$ cat config.mk
export PLATFORM = sky130hd
export DESIGN_NAME = ofc_fast_comp
export DESIGN_NICKNAME = d
export VERILOG_FILES = /design/src/rtl/ofc_pkg.sv /design/src/rtl/ofc_target_sel.sv /design/src/rtl/ofc_axis_regs.sv /design/src/rtl/ofc_ctrl.sv /design/src/rtl/ofc_fast_comp.sv
export SDC_FILE = /design/constraint.sdc
export NUM_CORES = 1
export LEC_CHECK = 0
export ABC_AREA = 0
export ABC_CLOCK_PERIOD_IN_PS = 1900
export BUFFER_PORTS_ARGS = -buffer_cell sky130_fd_sc_hd__buf_4
export CELL_PAD_IN_SITES_DETAIL_PLACEMENT = 0
export CELL_PAD_IN_SITES_GLOBAL_PLACEMENT = 1
export CORE_ASPECT_RATIO = 0.75
export CORE_MARGIN = 2
export CORE_UTILIZATION = 36
export CTS_CLUSTER_DIAMETER = 60
export DETAILED_ROUTE_END_ITERATION = 6
export GPL_TIMING_DRIVEN = 0
export PLACE_DENSITY_LB_ADDON = 0.1
export SLEW_MARGIN = 40
export SYNTH_ARGS = -nofsm -noshare
export SYNTH_HDL_FRONTEND = slang
export SYNTH_SLANG_ARGS = --single-unit
export TNS_END_PERCENT = 10
$ cat constraint.sdc
create_clock -name clk -period 1.9 [get_ports clk]
set_input_delay 0.285 -clock clk [delete_from_list [all_inputs] [get_ports clk]]
set_output_delay 0.285 -clock clk [all_outputs]
set_load 0.005 [all_outputs]
$ cat src/rtl/ofc_pkg.sv
package ofc_pkg;

    typedef enum logic [2:0] {
        ST_IDLE,
        ST_EVAL,
        ST_CLEAR,
        ST_APPLY,
        ST_FAULT
    } ofc_state_e;

    localparam int CTL_W      = 8;
    localparam int CLR_BIT    = 7;
    localparam int TRIG_LO    = 5;
    localparam int TRIG_W     = 2;
    localparam int SLOW_W     = 3;
    localparam int RDY_BIT    = 4;
    localparam int TCODE_W    = 2;

    localparam logic [TCODE_W-1:0] TCODE_PLUS  = 2'd1;
    localparam logic [TCODE_W-1:0] TCODE_MINUS = 2'd2;

endpackage

$ cat src/rtl/ofc_target_sel.sv
module ofc_target_sel #(
    parameter int OFF_W = 16,
    parameter int ONE_G = 1024
) (
    input  logic [ofc_pkg::TCODE_W-1:0] code,
    output logic [OFF_W-1:0]            target
);
    localparam logic [OFF_W-1:0] POS = OFF_W'(ONE_G);
    localparam logic [OFF_W-1:0] NEG = OFF_W'(-ONE_G);

    always_comb begin
        unique case (code)
            ofc_pkg::TCODE_PLUS:  target = POS;
            ofc_pkg::TCODE_MINUS: target = NEG;
            default:              target = '0;
        endcase
    end
endmodule

$ cat src/rtl/ofc_axis_regs.sv
module ofc_axis_regs #(
    parameter int OFF_W  = 16,
    parameter int ST_W   = 8,
    parameter int ST_SHR = 3
) (
    input  logic             clk,
    input  logic             rst_n,
    input  logic             clr,
    input  logic             load,
    input  logic [OFF_W-1:0] target,
    input  logic [OFF_W-1:0] raw,
    output logic [OFF_W-1:0] off_q,
    output logic [ST_W-1:0]  store_q
);
    localparam int MAG_W = ST_W - 1;

    logic [OFF_W-1:0] diff;
    logic [ST_W-1:0]  packed_d;

    assign diff     = target - raw;
    assign packed_d = {diff[OFF_W-1], diff[ST_SHR +: MAG_W]};

    always_ff @(posedge clk or negedge rst_n) begin
        if (!rst_n) begin
            off_q   <= '0;
            store_q <= '0;
        end else if (load) begin
            off_q   <= diff;
            store_q <= packed_d;
        end else if (clr) begin
            off_q   <= '0;
            store_q <= '0;
        end
    end
endmodule

$ cat src/rtl/ofc_ctrl.sv
module ofc_ctrl #(
    parameter int            RANGE_W  = 4,
    parameter logic [3:0]    RANGE_2G = 4'h3
) (
    input  logic                        clk,
    input  logic                        rst_n,
    input  logic                        ctl_wr,
    input  logic [ofc_pkg::CTL_W-1:0]   ctl_wdata,
    input  logic                        cal_ready,
    input  logic [RANGE_W-1:0]          range_sel,
    input  logic                        err_en_notready,
    input  logic                        err_en_range,
    output logic                        busy,
    output logic                        err,
    output logic                        clr_all,
    output logic                        apply_en,
    output logic [ofc_pkg::TRIG_W-1:0]  apply_axis,
    output logic [ofc_pkg::SLOW_W-1:0]  slow_q
);
    import ofc_pkg::*;

    ofc_state_e             state, state_n;
    logic [CTL_W-1:0]       cmd_q;
    logic                   pend_q;
    logic [TRIG_W-1:0]      trig;
    logic                   trig_nz, range_ok, reject, go;

    assign trig     = cmd_q[TRIG_LO +: TRIG_W];
    assign trig_nz  = |trig;
    assign range_ok = (range_sel == RANGE_W'(RANGE_2G));
    assign reject   = trig_nz && ((!cal_ready && err_en_notready) ||
                                  (cal_ready && !range_ok && err_en_range));
    assign go       = trig_nz && cal_ready;

    always_comb begin
        state_n = state;
        unique case (state)
            ST_IDLE:  if (ctl_wr) state_n = ST_EVAL;
            ST_EVAL: begin
                if (reject)             state_n = ST_FAULT;
                else if (cmd_q[CLR_BIT]) state_n = ST_CLEAR;
                else if (go)            state_n = ST_APPLY;
                else                    state_n = ST_IDLE;
            end
            ST_CLEAR: state_n = pend_q ? ST_APPLY : ST_IDLE;
            ST_APPLY: state_n = ST_IDLE;
            ST_FAULT: state_n = ST_IDLE;
            default:  state_n = ST_IDLE;
        endcase
    end

    always_ff @(posedge clk or negedge rst_n) begin
        if (!rst_n) begin
            state  <= ST_IDLE;
            cmd_q  <= '0;
            pend_q <= 1'b0;
            slow_q <= '0;
        end else begin
            state <= state_n;
            if (state == ST_IDLE && ctl_wr)
                cmd_q <= ctl_wdata;
            if (state == ST_EVAL) begin
                pend_q <= go && !reject;
                if (!reject)
                    slow_q <= cmd_q[SLOW_W-1:0];
            end
        end
    end

    always_comb begin
        busy       = (state != ST_IDLE);
        err        = (state == ST_FAULT);
        clr_all    = (state == ST_CLEAR);
        apply_en   = (state == ST_APPLY);
        apply_axis = trig;
    end
endmodule

$ cat src/rtl/ofc_fast_comp.sv
module ofc_fast_comp #(
    parameter int         OFF_W    = 16,
    parameter int         ST_W     = 8,
    parameter int         ST_SHR   = 3,
    parameter int         ONE_G    = 1024,
    parameter int         RANGE_W  = 4,
    parameter logic [3:0] RANGE_2G = 4'h3
) (
    input  logic               clk,
    input  logic               rst_n,
    input  logic               ctl_wr,
    input  logic [7:0]         ctl_wdata,
    input  logic [5:0]         tgt_sel,
    input  logic               cal_ready,
    input  logic [RANGE_W-1:0] range_sel,
    input  logic               err_en_notready,
    input  logic               err_en_range,
    input  logic [OFF_W-1:0]   raw_x,
    input  logic [OFF_W-1:0]   raw_y,
    input  logic [OFF_W-1:0]   raw_z,
    output logic               busy,
    output logic               err,
    output logic [7:0]         ctl_rdata,
    output logic [OFF_W-1:0]   off_x,
    output logic [OFF_W-1:0]   off_y,
    output logic [OFF_W-1:0]   off_z,
    output logic [ST_W-1:0]    offreg_x,
    output logic [ST_W-1:0]    offreg_y,
    output logic [ST_W-1:0]    offreg_z
);
    import ofc_pkg::*;
    localparam int N_AX = 3;

    logic                clr_all, apply_en;
    logic [TRIG_W-1:0]   apply_axis;
    logic [SLOW_W-1:0]   slow_q;
    logic [OFF_W-1:0]    raw_a  [N_AX];
    logic [OFF_W-1:0]    off_a  [N_AX];
    logic [ST_W-1:0]     st_a   [N_AX];

    assign raw_a[0] = raw_x;
    assign raw_a[1] = raw_y;
    assign raw_a[2] = raw_z;

    ofc_ctrl #(.RANGE_W(RANGE_W), .RANGE_2G(RANGE_2G)) u_ctrl (
        .clk(clk), .rst_n(rst_n), .ctl_wr(ctl_wr), .ctl_wdata(ctl_wdata),
        .cal_ready(cal_ready), .range_sel(range_sel),
        .err_en_notready(err_en_notready), .err_en_range(err_en_range),
        .busy(busy), .err(err), .clr_all(clr_all), .apply_en(apply_en),
        .apply_axis(apply_axis), .slow_q(slow_q)
    );

    for (genvar a = 0; a < N_AX; a++) begin : g_axis
        logic [OFF_W-1:0] tgt;
        logic             ld;
        assign ld = apply_en && (apply_axis == TRIG_W'(a + 1));

        ofc_target_sel #(.OFF_W(OFF_W), .ONE_G(ONE_G)) u_tgt (
            .code(tgt_sel[a*TCODE_W +: TCODE_W]), .target(tgt)
        );
        ofc_axis_regs #(.OFF_W(OFF_W), .ST_W(ST_W), .ST_SHR(ST_SHR)) u_regs (
            .clk(clk), .rst_n(rst_n), .clr(clr_all), .load(ld),
            .target(tgt), .raw(raw_a[a]), .off_q(off_a[a]), .store_q(st_a[a])
        );
    end

    assign off_x    = off_a[0];
    assign off_y    = off_a[1];
    assign off_z    = off_a[2];
    assign offreg_x = st_a[0];
    assign offreg_y = st_a[1];
    assign offreg_z = st_a[2];

    always_comb begin
        ctl_rdata             = '0;
        ctl_rdata[RDY_BIT]    = cal_ready;
        ctl_rdata[SLOW_W-1:0] = slow_q;
    end
endmodule

==> Implementation_results.wiki, run 1 <==
{| class="wikitable"
! Metric !! Value
|-
| Seq cells post-synth || 61
|-
| Post-synth EDFFs || 0
|-
| Actual slew at the worst max-slew pin || ~630 ps
|-
| Number of maximum-capacitance constraint violations || 0
|-
| Power spent charging and discharging nets || slightly above 2 mW
|-
| Clock root cell || clkbuf_16
|-
| Part of the power in combinational logic || 0.384
|-
| Critical path startpoint category || input port
|-
| Setup Skew || approximately 4.7 ps
|-
| Layout Cells excl Fill || around 730
|-
| Status || finished with violations
|-
| CP cell instances || buf_4 -> ha_4 -> inv_2 -> ha_4 -> or4b_4 -> nor4_4 -> o32a_1 -> xnor2_1 -> o21ai_1
|-
| DP HPWL || ~8000 µm
|-
| Dpl cells || 716
|-
| Worst vdd ir || between 0.0006 and 0.0007 V
|-
| Total internal power || about 4.6 mW
|-
| Via count of the first global-routing pass || 3396
|-
| Static leakage power || about 2.9 nW
|-
| Routed WL || 10380 µm
|-
| Total power of the final layout || between 6 and 7 mW
|-
| Total count of max-transition violations in the final report || 0
|-
| Floorplan die width || between 100 and 150 µm
|-
| TritonCTS clock tree || built
|-
| Maximum fanout encountered on the critical timing path || 3
|-
| Type of the worst setup path || in2reg
|-
| Final setup violation count || 1
|-
| H-tree depth || 3
|-
| Period minus WS final || 1946 ps
|-
| Synthesized instance count || 430
|-
| Clock network fraction of total power || 0.291
|-
| Vias after detailed routing || between 3000 and 4000
|-
| Core Rows || 32
|-
| Fraction of layout cells with a size suffix above 1 || 0.3903
|-
| Hold Crit Class || in2reg
|-
| Clock buffers created by TritonCTS || 9
|-
| Worst setup timing slack at the placement stage || -423.1 ps
|-
| Violation count after the first detailed-routing iteration || ~150
|-
| Setup repair after global routing missed its margin || yes
|-
| Number of unique standard cell types used by synthesis || 54
|-
| Stage delay of the slowest cell on the critical path || roughly 500 ps
|-
| Worst path top cell family by delay || simple AND/OR/NAND/NOR gates
|-
| All-layer global routing usage || 0.1800
|-
| Required @ worst endpoint || between 2000 and 2500 ps
|-
| Antenna violations before repair || 0
|-
| Worst path buffer plus inverter count || 2
|-
| Switching share of power || 0.3031
|-
| Predominant post-synthesis flop cell || dfrtp_1
|-
| Latest clock arrival within the worst-skew pair || 320 ps
|-
| Fraction of the cycle the final worst path needs || 1.024
|-
| Non-Filler Cell Area, Final || 5667 µm²
|-
| Full die area || approximately 12000 µm²
|-
| Die height || between 90 and 100 µm
|-
| Post-layout utilization of the core || 0.5423
|-
| Proportion of synthesized chip area in sequential cells || 0.3903
|-
| Post-CTS clock slew at the launch and capture registers of the worst setup and hold paths || around 50 ps
|-
| Kind of end point of the critical path || flip-flop
|-
| Number of buffers on the longest clock path || 2
|-
| Antenna cell count || 0
|-
| Initial Util || 0.3743
|-
| Setup bufs post-CTS || 0
|-
| Synthesized cell area || 3911 µm²
|-
| Cell type of the slowest stage on the worst timing path || or4b_4
|-
| Fraction of registers with async set/reset || 1.000
|-
| Global-route wire length before repair || 16910 µm
|-
| Post-detailed-route DRC marker count || 0
|-
| Post-place instance area || ~5200 µm²
|-
| Core Region || about 10000 µm²
|-
| Quantity of I/O buffers inserted on ports || approximately 150
|-
| Top Ports || 154
|-
| Number of synthesis warnings || 0
|-
| Mean Syn Cell Area || 9.096 µm²
|-
| Fmax achieved || 513.8 MHz
|-
| Routability congestion estimate || roughly 0.85
|-
| Antenna violation net count after detailed routing || 0
|-
| Wire length per cell after detailed routing || ~14 µm
|-
| Max-Slew Margin vs Limit || 0.5790
|-
| Global-route congestion overflow total || 0
|-
| Detail-routed via count per cell || around 4.9
|-
| Pin count of the biggest net entering global routing || 62
|-
| Total count of hold-check failures in the final report || 0
|-
| Nets || 685
|-
| Violations in the final reports || negative setup slack
|-
| Smallest setup slack after layout || -46.39 ps
|-
| First-pass detailed-route iteration total || 4
|-
| Data arrival time of the worst path || roughly 2100 ps
|-
| Proportion of power drawn by flip-flops and latches || 0.325
|-
| Layout Area Growth over Synthesis || 44.88%
|-
| Clock sink count || 61
|-
| Critical path's most frequent cell || ha_4
|-
| Pwr/cell area || 1171 nW/µm²
|}
[sequential cells by signal, indices dropped and copies added (netlist names)]
name,count
u_ctrl.state,3
g_axis.u_regs.off_q,24
u_ctrl.pend_q,1
u_ctrl.cmd_q,6
g_axis.u_regs.store_q,24
u_ctrl.slow_q,3
[placed cells by master (no fill, tap or decap), drive strengths merged, types with 3 or more instances in the layout]
master | synthesis | routed
nor3 | 11 | 11
or3 | 4 | 4
ha | 21 | 21
o21ai | 53 | 53
bufinv | 0 | 3
buf | 31 | 177
a21o | 4 | 4
or4 | 4 | 4
inv | 33 | 33
o31ai | 5 | 5
xor2 | 23 | 23
nand3 | 52 | 52
mux2 | 9 | 9
nand2 | 17 | 17
conb | 1 | 4
nand2b | 3 | 3
a31oi | 4 | 4
a211oi | 4 | 4
nor2 | 20 | 20
clkbuf | 15 | 27
xnor2 | 14 | 14
nor4 | 5 | 5
or4b | 4 | 4
dfrtp | 61 | 61
a21oi | 4 | 4
[kinds of logic (layout without fill, tap and decap cells)]
kind of cell	count (synthesis)	count (layout)	share of synthesized area
multiplexers	9	9	0.02591
XOR/XNOR	37	37	0.08285
other	1	4	0.0009588
AND/OR/NAND/NOR	135	135	0.1891
flip-flops	61	61	0.3903
buffers and inverters	79	243	0.1040
adder cells (fa/ha/maj)	21	21	0.06718
AO/OA/AOI/OAI	87	87	0.1398
[cell usage after synthesis, types with 14 or more instances]
| master | count | area (µm²) |
|---|---|---|
| clkbuf_1 | 15 | 56.30 |
| nor2_1 | 20 | 75.07 |
| ha_1 | 21 | 262.8 |
| inv_1 | 33 | 123.9 |
| xor2_1 | 23 | 201.4 |
| o21ai_0 | 43 | 215.2 |
| nand2_1 | 17 | 63.81 |
| buf_4 | 29 | 217.7 |
| nand3_1 | 52 | 260.3 |
| xnor2_1 | 14 | 122.6 |
| dfrtp_1 | 61 | 1526 |
[metal layers]
layer,track usage,wire [µm],vias up
met5,0,0,-
met2,0.2819,4643,116
met3,0.05752,620,7
met1,0.2486,5050,1664
met4,0.02809,65,0
li1,-,-,1801
[power groups by stage]
stage	Clock [mW]	Combinational, mW	Sequential, mW
final	1.93	2.55	2.15
after global routing	2.04	2.83	2.24
after CTS	1.97	2.54	2.15
after detailed placement	0	2.53	2.17
after global placement	0	2.48	2.15
after floorplan	0	1.23	2.11
[path summary, 6_finish.rpt]
path                            startpoint                          end  slack (ps)  depth (start not counted)
max in group asynchronous            rst_n              u_ctrl.state[1]         970                          2
setup / recovery                tgt_sel[5]  g_axis[2].u_regs.store_q[7]         -50                          9
hold / removal                ctl_wdata[5]              u_ctrl.cmd_q[5]         190                          2
setup reg to reg           u_ctrl.state[1]              u_ctrl.state[0]          90                          4
min in group asynchronous            rst_n  g_axis[1].u_regs.store_q[2]         510                          2
hold reg to reg              u_ctrl.pend_q                u_ctrl.pend_q         480                          2
[layout make-up]
type / count / area, µm²
fillers: 1001 / 4783
multi-input cells: 293 / 2079
flip-flops and latches: 61 / 1529
repair buffers: 148 / 1117
plain buffers: 46 / 287.8
clock buffers: 11 / 252.7
well taps: 136 / 170.2
inverters: 33 / 123.9
clock inverters: 5 / 106.4
[worst register-to-register path, cell delays in order, from the launching register on]
cell and delay, ps:
dfrtp_2 450, or3b_4 420, o21bai_4 210, o311a_1 360
a2111oi_2 260
[through the flow]
stage	setup TNS, ps	hold slack [ps]
after floorplan	-830.1	-10.59
after global placement	-3548	420.7
after detailed placement	-4121	425.1
after CTS	-210.1	78.70
after global routing	-221.0	176.5
final	-46.39	193.3
[timing repair]
action,CTS,global route
cloned,0,0
resized for setup,4,18
pin swaps,0,4
setup endpoints to repair,13,26
hold buffers,0,1
hold endpoints to repair,0,39
Note: power is estimated with default switching activity, not from simulation.
==> run 2: changes to the inputs <==
ABC_AREA = 1   (was 0)
CORE_UTILIZATION = 34   (was 36)
==> run 2 against run 1 <==
The run now ends clean. Clock skew rose by 2.3 ps. First-iteration DRC count grew 31%. Hold slack got worse by 1.6 ps. Sequential power grew 3%. Synthesized cell count increased by 50%. Count of clock-buffer cells in the layout is 2 lower. Clock power is 15% lower. Fmax up 18%. Register-to-register slack improved by 350 ps. Synthesized area up 13%. Flip-flop and latch count unchanged. Worst setup slack better by 290 ps.
==> Implementation_results.wiki, run 2 <==
{| class="wikitable"
! Metric !! Value
|-
| Status || complete, no violations
|-
| Largest cells by area after synthesis || dfrtp_1 (35%), nand2_1 (16%), inv_1 (9.0%)
|-
| Adder-Cell Fraction of Synth Area || 0.05951 (-0.007672)
|-
| Number of maximum-capacitance constraint violations || 0 (unchanged)
|-
| Antenna violations before repair || 0 (unchanged)
|-
| Setup repair after global routing missed its margin || no
|-
| Most numerous cell in the Yosys netlist || nand2_1
|-
| Post-place instance area || 5744 µm² (+10%)
|-
| Top cell type by total area after synthesis || dfrtp_1
|-
| Type of the worst setup path || reg2out
|-
| TritonCTS clock tree || built
|-
| Hold slack || 191.7 ps (-1.599 ps)
|-
| Quantity of I/O buffers inserted on ports || 147 (unchanged)
|-
| Top Ports || 154 (unchanged)
|-
| Period minus WS final || 1652 ps (-294.3 ps)
|-
| Fmax achieved || 605.3 MHz (+18%)
|-
| Core Rows || 36 (+13%)
|-
| Max-Slew Margin vs Limit || 0.6121 (+0.03308)
|-
| Setup bufs post-CTS || 0 (unchanged)
|-
| Maximum fanout encountered on the critical timing path || 5 (+2)
|-
| Vias after detailed routing || 4377 (+22%)
|-
| Global-route congestion overflow total || 0 (unchanged)
|-
| Synthesized cell area || 4415 µm² (+13%)
|-
| Via count of the first global-routing pass || 4015 (+18%)
|-
| Final setup violation count || 0 (-1)
|-
| Synthesized instance count || 647 (+50%)
|-
| Met3 GRT Util || 0.05015 (-0.007370)
|-
| Worst setup timing slack at the placement stage || 27.82 ps (+450.9 ps)
|-
| Die height || 102.7 µm (+8.9%)
|-
| Latest clock arrival within the worst-skew pair || 330 ps (about the same)
|-
| Fill cell instance count of the final layout || 1313 (+31%)
|-
| Busiest layer in global routing || met2
|-
| Data arrival time of the worst path || 1370 ps (-770 ps)
|-
| Total count of max-transition violations in the final report || 0 (unchanged)
|-
| Proportion of power drawn by flip-flops and latches || 0.329 (+0.004)
|-
| Share of the synthesized area in the top cell type || 0.3457 (-0.04457)
|-
| Worst vdd ir || 0.0004715 V (-32%)
|-
| Antenna cell count || 0 (unchanged)
|-
| Area fraction in compound gates after synthesis || 0.09011 (-0.04968)
|-
| Hold Crit Class || in2reg
|-
| Area taken by multi-input logic gates || 2202 µm² (+5.9%)
|-
| Switching share of power || 0.3408 (+0.03771)
|-
| Mean Syn Cell Area || 6.825 µm² (-25%)
|-
| Routed WL || 11870 µm (+14%)
|-
| Nets || 902 (+32%)
|-
| Static leakage power || 3.507 nW (+23%)
|-
| Post-synth EDFFs || 0 (unchanged)
|-
| Met2 layer usage reported by global route || 0.2677 (-0.01420)
|-
| Total count of hold-check failures in the final report || 0 (unchanged)
|-
| Global-route wire length before repair || 19420 µm (+15%)
|-
| Antenna violation net count after detailed routing || 0 (unchanged)
|-
| Violation count after the first detailed-routing iteration || 194 (+31%)
|-
| Ranking of synthesized cells by instance count || nand2_1 (189), inv_1 (106), nor2_1 (73), dfrtp_1 (61), nand3_1 (53)
|-
| Fraction of layout cells with a size suffix above 1 || 0.2641 (-0.1262)
|-
| Kind of end point of the critical path || output port
|-
| Global-route track usage on met1 || 0.2524 (+0.003862)
|-
| Part of the power in combinational logic || 0.427 (+0.043)
|-
| All-layer global routing usage || 0.1761 (-0.003853)
|-
| Predominant post-synthesis flop cell || dfrtp_1
|-
| Synth Area in Simple Gates || 0.3307 (+0.1416)
|-
| Post-CTS clock slew at the launch and capture registers of the worst setup and hold paths || 60 ps (about the same)
|-
| Critical path startpoint category || flip-flop
|-
| Power spent charging and discharging nets || 2.285 mW (+14%)
|-
| Setup Skew || 6.971 ps (+2.311 ps)
|-
| DP HPWL || 9391 µm (+17%)
|-
| Total internal power || 4.420 mW (-4.4%)
|-
| Setup Total Neg Slack || 0 ps (+46.39 ps)
|-
| Pin count of the biggest net entering global routing || 62 (unchanged)
|-
| Full die area || 13920 µm² (+19%)
|-
| Combinational family with the most area after synthesis || simple AND/OR/NAND/NOR gates
|-
| Clock buffers created by TritonCTS || 9 (unchanged)
|-
| Multiplexer fraction of the synthesized cell area || 0.005101 (-0.02081)
|-
| Seq cells post-synth || 61 (unchanged)
|-
| Clock root cell || clkbuf_16
|-
| Proportion of synthesized chip area in sequential cells || 0.3457 (-0.04457)
|-
| Number of synthesis warnings || 0 (unchanged)
|-
| Number of buffers on the longest clock path || 2 (unchanged)
|-
| Clock network fraction of total power || 0.244 (-0.047)
|-
| Non-Filler Cell Area, Final || 6060 µm² (+6.9%)
|-
| Xor/xnor cell area share of the yosys netlist || 0.009918 (-0.07294)
|-
| Detail-routed via count per cell || 4.444 (-9.2%)
|-
| FF+latch area || 1526 µm² (-0.16%)
|-
| Largest registers ranked by flip-flop count || g_axis.u_regs.off_q (24), g_axis.u_regs.store_q (24), u_ctrl.cmd_q (6)
|-
| Clock sink count || 61 (unchanged)
|-
| Number of unique standard cell types used by synthesis || 30 (-44%)
|-
| Fraction of registers with async set/reset || 1.000 (unchanged)
|-
| H-tree depth || 3 (unchanged)
|-
| Fraction of the cycle the final worst path needs || 0.8695 (-0.1549)
|-
| Required @ worst endpoint || 1620 ps (-470 ps)
|-
| Highest-count cells in the layout ignoring fill and taps || nand2_1 (189), buf_4 (175), inv_1 (106), nor2_1 (73), dfrtp_1 (61)
|-
| Actual slew at the worst max-slew pin || 581.9 ps (-43.85 ps)
|-
| First-pass detailed-route iteration total || 4 (unchanged)
|-
| Post-detailed-route DRC marker count || 0 (unchanged)
|-
| Pwr/cell area || 1106 nW/µm² (-5.5%)
|-
| Core Region || 12840 µm² (+23%)
|-
| Routability congestion estimate || 0.8303 (-2.1%)
|-
| Floorplan die width || 135.6 µm (+9.0%)
|-
| Smallest setup slack after layout || 247.9 ps (+294.3 ps)
|-
| Layout Area Growth over Synthesis || 37.23%
|-
| Initial Util || 0.3440 (-0.03032)
|-
| Wire length per cell after detailed routing || 12.05 µm (-15%)
|-
| Leading cell type in the layout, fill and taps excluded || nand2_1
|}
-- run 2: cell count changes in the layout (fill, tap and decap cells not counted), moves of 8 or more --
cell      change
clkbuf_1     -12
inv_1        +75
xnor2_1      -14
nor2_1       +54
o21ai_0      -14
nand2_1     +172
o21ai_1       -8
xor2_1       -18
a21oi_1      +21
-- run 2: through the flow --
stage,util,power [mW],std cells
6_report,0.4720,6.705,985
3_5_place_dp,0.4475,5.125,968
4_1_cts,0.4710,6.817,984
2_1_floorplan,-,3.647,650
3_3_place_gp,0.4475,5.089,968
5_1_grt,0.4720,7.266,985
-- run 2: layout make-up --
cell class              instances  area share
flip-flops and latches         61      0.2519
well taps                     171     0.03531
clock buffers                   9     0.03717
plain buffers                  35     0.04708
multi-input cells             444      0.3634
repair buffers                148      0.1844
clock inverters                 7     0.01260
inverters                     110     0.06814
-- run 2: kinds of logic (layout without fill, tap and decap cells) --
logic type	count (synthesis)	after routing
AOI/OAI and AO/OA	71	71
xor gates and xnor gates	5	5
adders and majority gates	21	21
buffers and inverters	145	309
DFF	61	61
muxes	2	2
other	1	4
and+or+nand+nor	341	341
-- run 2: final timing paths --
check / depth (start not counted) / start / slack (ps) / endpoint
max in group asynchronous: 2 / rst_n / 970 / g_axis[2].u_regs.store_q[5]
setup / recovery: 5 / u_ctrl.state[1] / 250 / busy
hold / removal: 2 / ctl_wdata[2] / 190 / u_ctrl.cmd_q[2]
hold reg to reg: 2 / g_axis[0].u_regs.off_q[11] / 480 / g_axis[0].u_regs.off_q[11]
min in group asynchronous: 2 / rst_n / 510 / g_axis[1].u_regs.off_q[14]
setup reg to reg: 7 / u_ctrl.state[2] / 440 / g_axis[0].u_regs.store_q[1]
-- run 2: power by group through the flow --
stage	logic (mW)	registers (mW)	clock network, mW
finish	2.86	2.21	1.64
global route	3.22	2.29	1.75
CTS	2.90	2.22	1.69
detailed placement	2.89	2.24	0
global placement	2.87	2.21	0
floorplan	1.46	2.19	0
-- run 2: worst max-delay path, stage by stage, from the launching register on --
cell     delay, ps
dfrtp_1        440
nor2_1         120
inv_1           50
nor2_1         200
inv_1           90
buf_4          140
-- run 2: metal layers --
| layer | share of wire | wire [µm] | vias up |
|---|---|---|---|
| li1 | - | - | 2332 |
| met1 | 0.51 | 6047 | 1922 |
| met2 | 0.42 | 4943 | 114 |
| met3 | 0.066 | 781 | 9 |
| met4 | 0.0078 | 93 | 0 |
| met5 | 0 | 0 | - |
-- run 2: repair_timing --
item | in CTS | in global routing
hold buffers | 0 | 1
endpoints found under the setup margin | 0 | 0
gates resized for setup | 0 | 0
hold endpoints to repair | 0 | 24
==> run 3: changes to the inputs <==
CELL_PAD_IN_SITES_DETAIL_PLACEMENT = unset   (was 0)
CELL_PAD_IN_SITES_GLOBAL_PLACEMENT = unset   (was 1)
PLACE_DENSITY_LB_ADDON = unset   (was 0.1)
==> run 3 against run 2 <==
Worst setup slack got worse by 15 ps. First-iteration DRC count decreased by 0.52%. Fmax decreased by 0.93%. Total power rose by 4.3%. Flip-flop and latch count did not move. Final area rose by 0.78%. Routed wire length decreased by 0.60%. Sequential power hardly changed. Via count increased by 2.9%. Count of clock-buffer cells in the layout stayed put. Hold slack got worse by 5.0 ps.
==> Implementation_results.wiki, run 3 (synthesis results as in run 2) <==
{| class="wikitable"
! Metric !! Value
|-
| Static leakage power || 3.531 nW (+0.69%)
|-
| Hold slack || 186.7 ps (-5.044 ps)
|-
| Floorplan die width || 135.6 µm (unchanged)
|-
| Fraction of the cycle the final worst path needs || 0.8777 (+0.008132)
|-
| Vias after detailed routing || 4505 (+2.9%)
|-
| First-pass detailed-route iteration total || 4 (unchanged)
|-
| Status || complete, no violations
|-
| Nets || 902 (unchanged)
|-
| Number of maximum-capacitance constraint violations || 0 (unchanged)
|-
| Length in cells of the worst reg-to-reg path || 7 (unchanged)
|-
| Quantity of I/O buffers inserted on ports || 147 (unchanged)
|-
| Highest-count cells in the layout ignoring fill and taps || nand2_1 (189), buf_4 (175), inv_1 (106), nor2_1 (73), dfrtp_1 (61)
|-
| Non-Filler Cell Area, Final || 6107 µm² (+0.78%)
|-
| Via count of the first global-routing pass || 4224 (+5.2%)
|-
| Die height || 102.7 µm (unchanged)
|-
| Worst R2R Start || u_ctrl.state[2]
|-
| Post-detailed-route DRC marker count || 0 (unchanged)
|-
| Antenna violations before repair || 0 (unchanged)
|-
| Violation count after the first detailed-routing iteration || 193 (-0.52%)
|-
| Smallest setup slack after layout || 232.4 ps (-15.45 ps)
|-
| Leading cell type in the layout, fill and taps excluded || nand2_1
|-
| Detail-routed via count per cell || 4.574 (+2.9%)
|-
| Required @ worst endpoint || 1620 ps (about the same)
|-
| Critical path startpoint category || flip-flop
|-
| Global-route congestion overflow total || 0 (unchanged)
|-
| Hold Crit Class || in2reg
|-
| Pwr/cell area || 1145 nW/µm² (+3.5%)
|-
| Top Ports || 154 (unchanged)
|-
| Number of cells traversed by the worst hold path || 2 (unchanged)
|-
| Post-layout utilization of the core || 0.4757 (+0.003704)
|-
| Worst Hold Endpoint || u_ctrl.cmd_q[2]
|-
| Wire length per cell after detailed routing || 11.97 µm (-0.60%)
|-
| Final setup violation count || 0 (unchanged)
|-
| Number of buffers on the longest clock path || 2 (unchanged)
|-
| Routed WL || 11800 µm (-0.60%)
|-
| Total count of max-transition violations in the final report || 0 (unchanged)
|-
| FF-to-FF setup slack || 450 ps (about the same)
|-
| Clock buffers created by TritonCTS || 9 (unchanged)
|-
| Latest clock arrival within the worst-skew pair || 330 ps (about the same)
|-
| Period minus WS final || 1668 ps (+15.45 ps)
|-
| Maximum fanout encountered on the critical timing path || 5 (unchanged)
|-
| Pin count of the biggest net entering global routing || 62 (unchanged)
|-
| Antenna cell count || 0 (unchanged)
|-
| Layout Area Growth over Synthesis || 38.31%
|-
| Clock sink count || 61 (unchanged)
|-
| Antenna violation net count after detailed routing || 0 (unchanged)
|-
| Routability congestion estimate || 0.8508 (+2.5%)
|-
| Setup bufs post-CTS || 0 (unchanged)
|-
| Post-CTS clock slew at the launch and capture registers of the worst setup and hold paths || 60 ps (about the same)
|-
| Capture point of the worst reg-to-reg path || g_axis[0].u_regs.store_q[1]
|-
| Core Rows || 36 (unchanged)
|-
| Max-Slew Margin vs Limit || 0.5906 (-0.02145)
|-
| Setup Total Neg Slack || 0 ps (unchanged)
|-
| Data arrival time of the worst path || 1380 ps (about the same)
|-
| Clock root cell || clkbuf_16
|-
| Post-place instance area || 5744 µm² (unchanged)
|-
| Post-CTS sizing || 0 (unchanged)
|-
| HP Start || ctl_wdata[2]
|-
| Type of the worst setup path || reg2out
|-
| H-tree depth || 3 (unchanged)
|-
| Actual slew at the worst max-slew pin || 614.1 ps (+32.17 ps)
|-
| Core Region || 12840 µm² (unchanged)
|-
| Kind of end point of the critical path || output port
|-
| TritonCTS clock tree || built
|-
| Initial Util || 0.3440 (unchanged)
|-
| Setup Skew || 7.198 ps (+0.2275 ps)
|-
| Worst setup timing slack at the placement stage || 43.67 ps (+15.85 ps)
|-
| Full die area || 13920 µm² (unchanged)
|-
| Fraction of layout cells with a size suffix above 1 || 0.2641 (unchanged)
|-
| Largest registers ranked by flip-flop count || g_axis.u_regs.off_q (24), g_axis.u_regs.store_q (24), u_ctrl.cmd_q (6)
|-
| All-layer global routing usage || 0.1751 (-0.001024)
|-
| Cts hold-fix bufs || 0 (unchanged)
|-
| Setup repair after global routing missed its margin || no
|-
| Worst vdd ir || 0.0005625 V (+19%)
|-
| Total count of hold-check failures in the final report || 0 (unchanged)
|-
| Fmax achieved || 599.7 MHz (-0.93%)
|-
| DP HPWL || 9313 µm (-0.83%)
|-
| Global-route wire length before repair || 19580 µm (+0.85%)
|}
-- run 3: stage by stage --
step	power [mW]	instances
2_1_floorplan	3.647	650
5_1_grt	7.495	985
3_3_place_gp	5.066	968
3_5_place_dp	5.129	968
4_1_cts	7.100	984
6_report	6.991	985
-- run 3: layout make-up --
type,instances,area (µm²)
Timing Repair Buffer,148,1117
Multi-Input combinational cell,444,2202
Clock inverter,7,123.9
Tap cell,171,214.0
Clock buffer,9,225.2
Inverter,110,412.9
Sequential cell,61,1526
Fill cell,1297,6730
Buffer,35,285.3
-- run 3: metal layers --
metal / routed length, µm / track usage
met5: 0 / 0
met4: 121 / 0.04728
met3: 732 / 0.04277
met2: 5182 / 0.2762
met1: 5759 / 0.2419
-- run 3: critical path, stage by stage, from the launching register on --
cell	delay, ps
dfrtp_1	450
nor2_1	120
inv_1	50
nor2_1	200
inv_1	90
buf_4	140
-- run 3: worst max path at each step --
stage                         start                          end  slack [ps]  depth (start not counted)
finish              u_ctrl.state[1]                         busy         230                          5
global route        u_ctrl.state[1]                         busy         120                          5
CTS                 u_ctrl.state[1]                         busy         220                          5
detailed placement       tgt_sel[4]   g_axis[2].u_regs.off_q[13]          40                         11
global placement         tgt_sel[4]  g_axis[2].u_regs.store_q[7]          90                         13
floorplan                tgt_sel[2]  g_axis[1].u_regs.store_q[7]         320                         13
-- run 3: report_power, final --
| group | leakage [nW] | switching (mW) | internal, mW |
|---|---|---|---|
| Sequential | 0.810 | 0.391 | 1.82 |
| Combinational | 2.56 | 1.28 | 1.58 |
| Clock | 0.166 | 0.636 | 1.29 |
| Total | 3.53 | 2.30 | 4.69 |
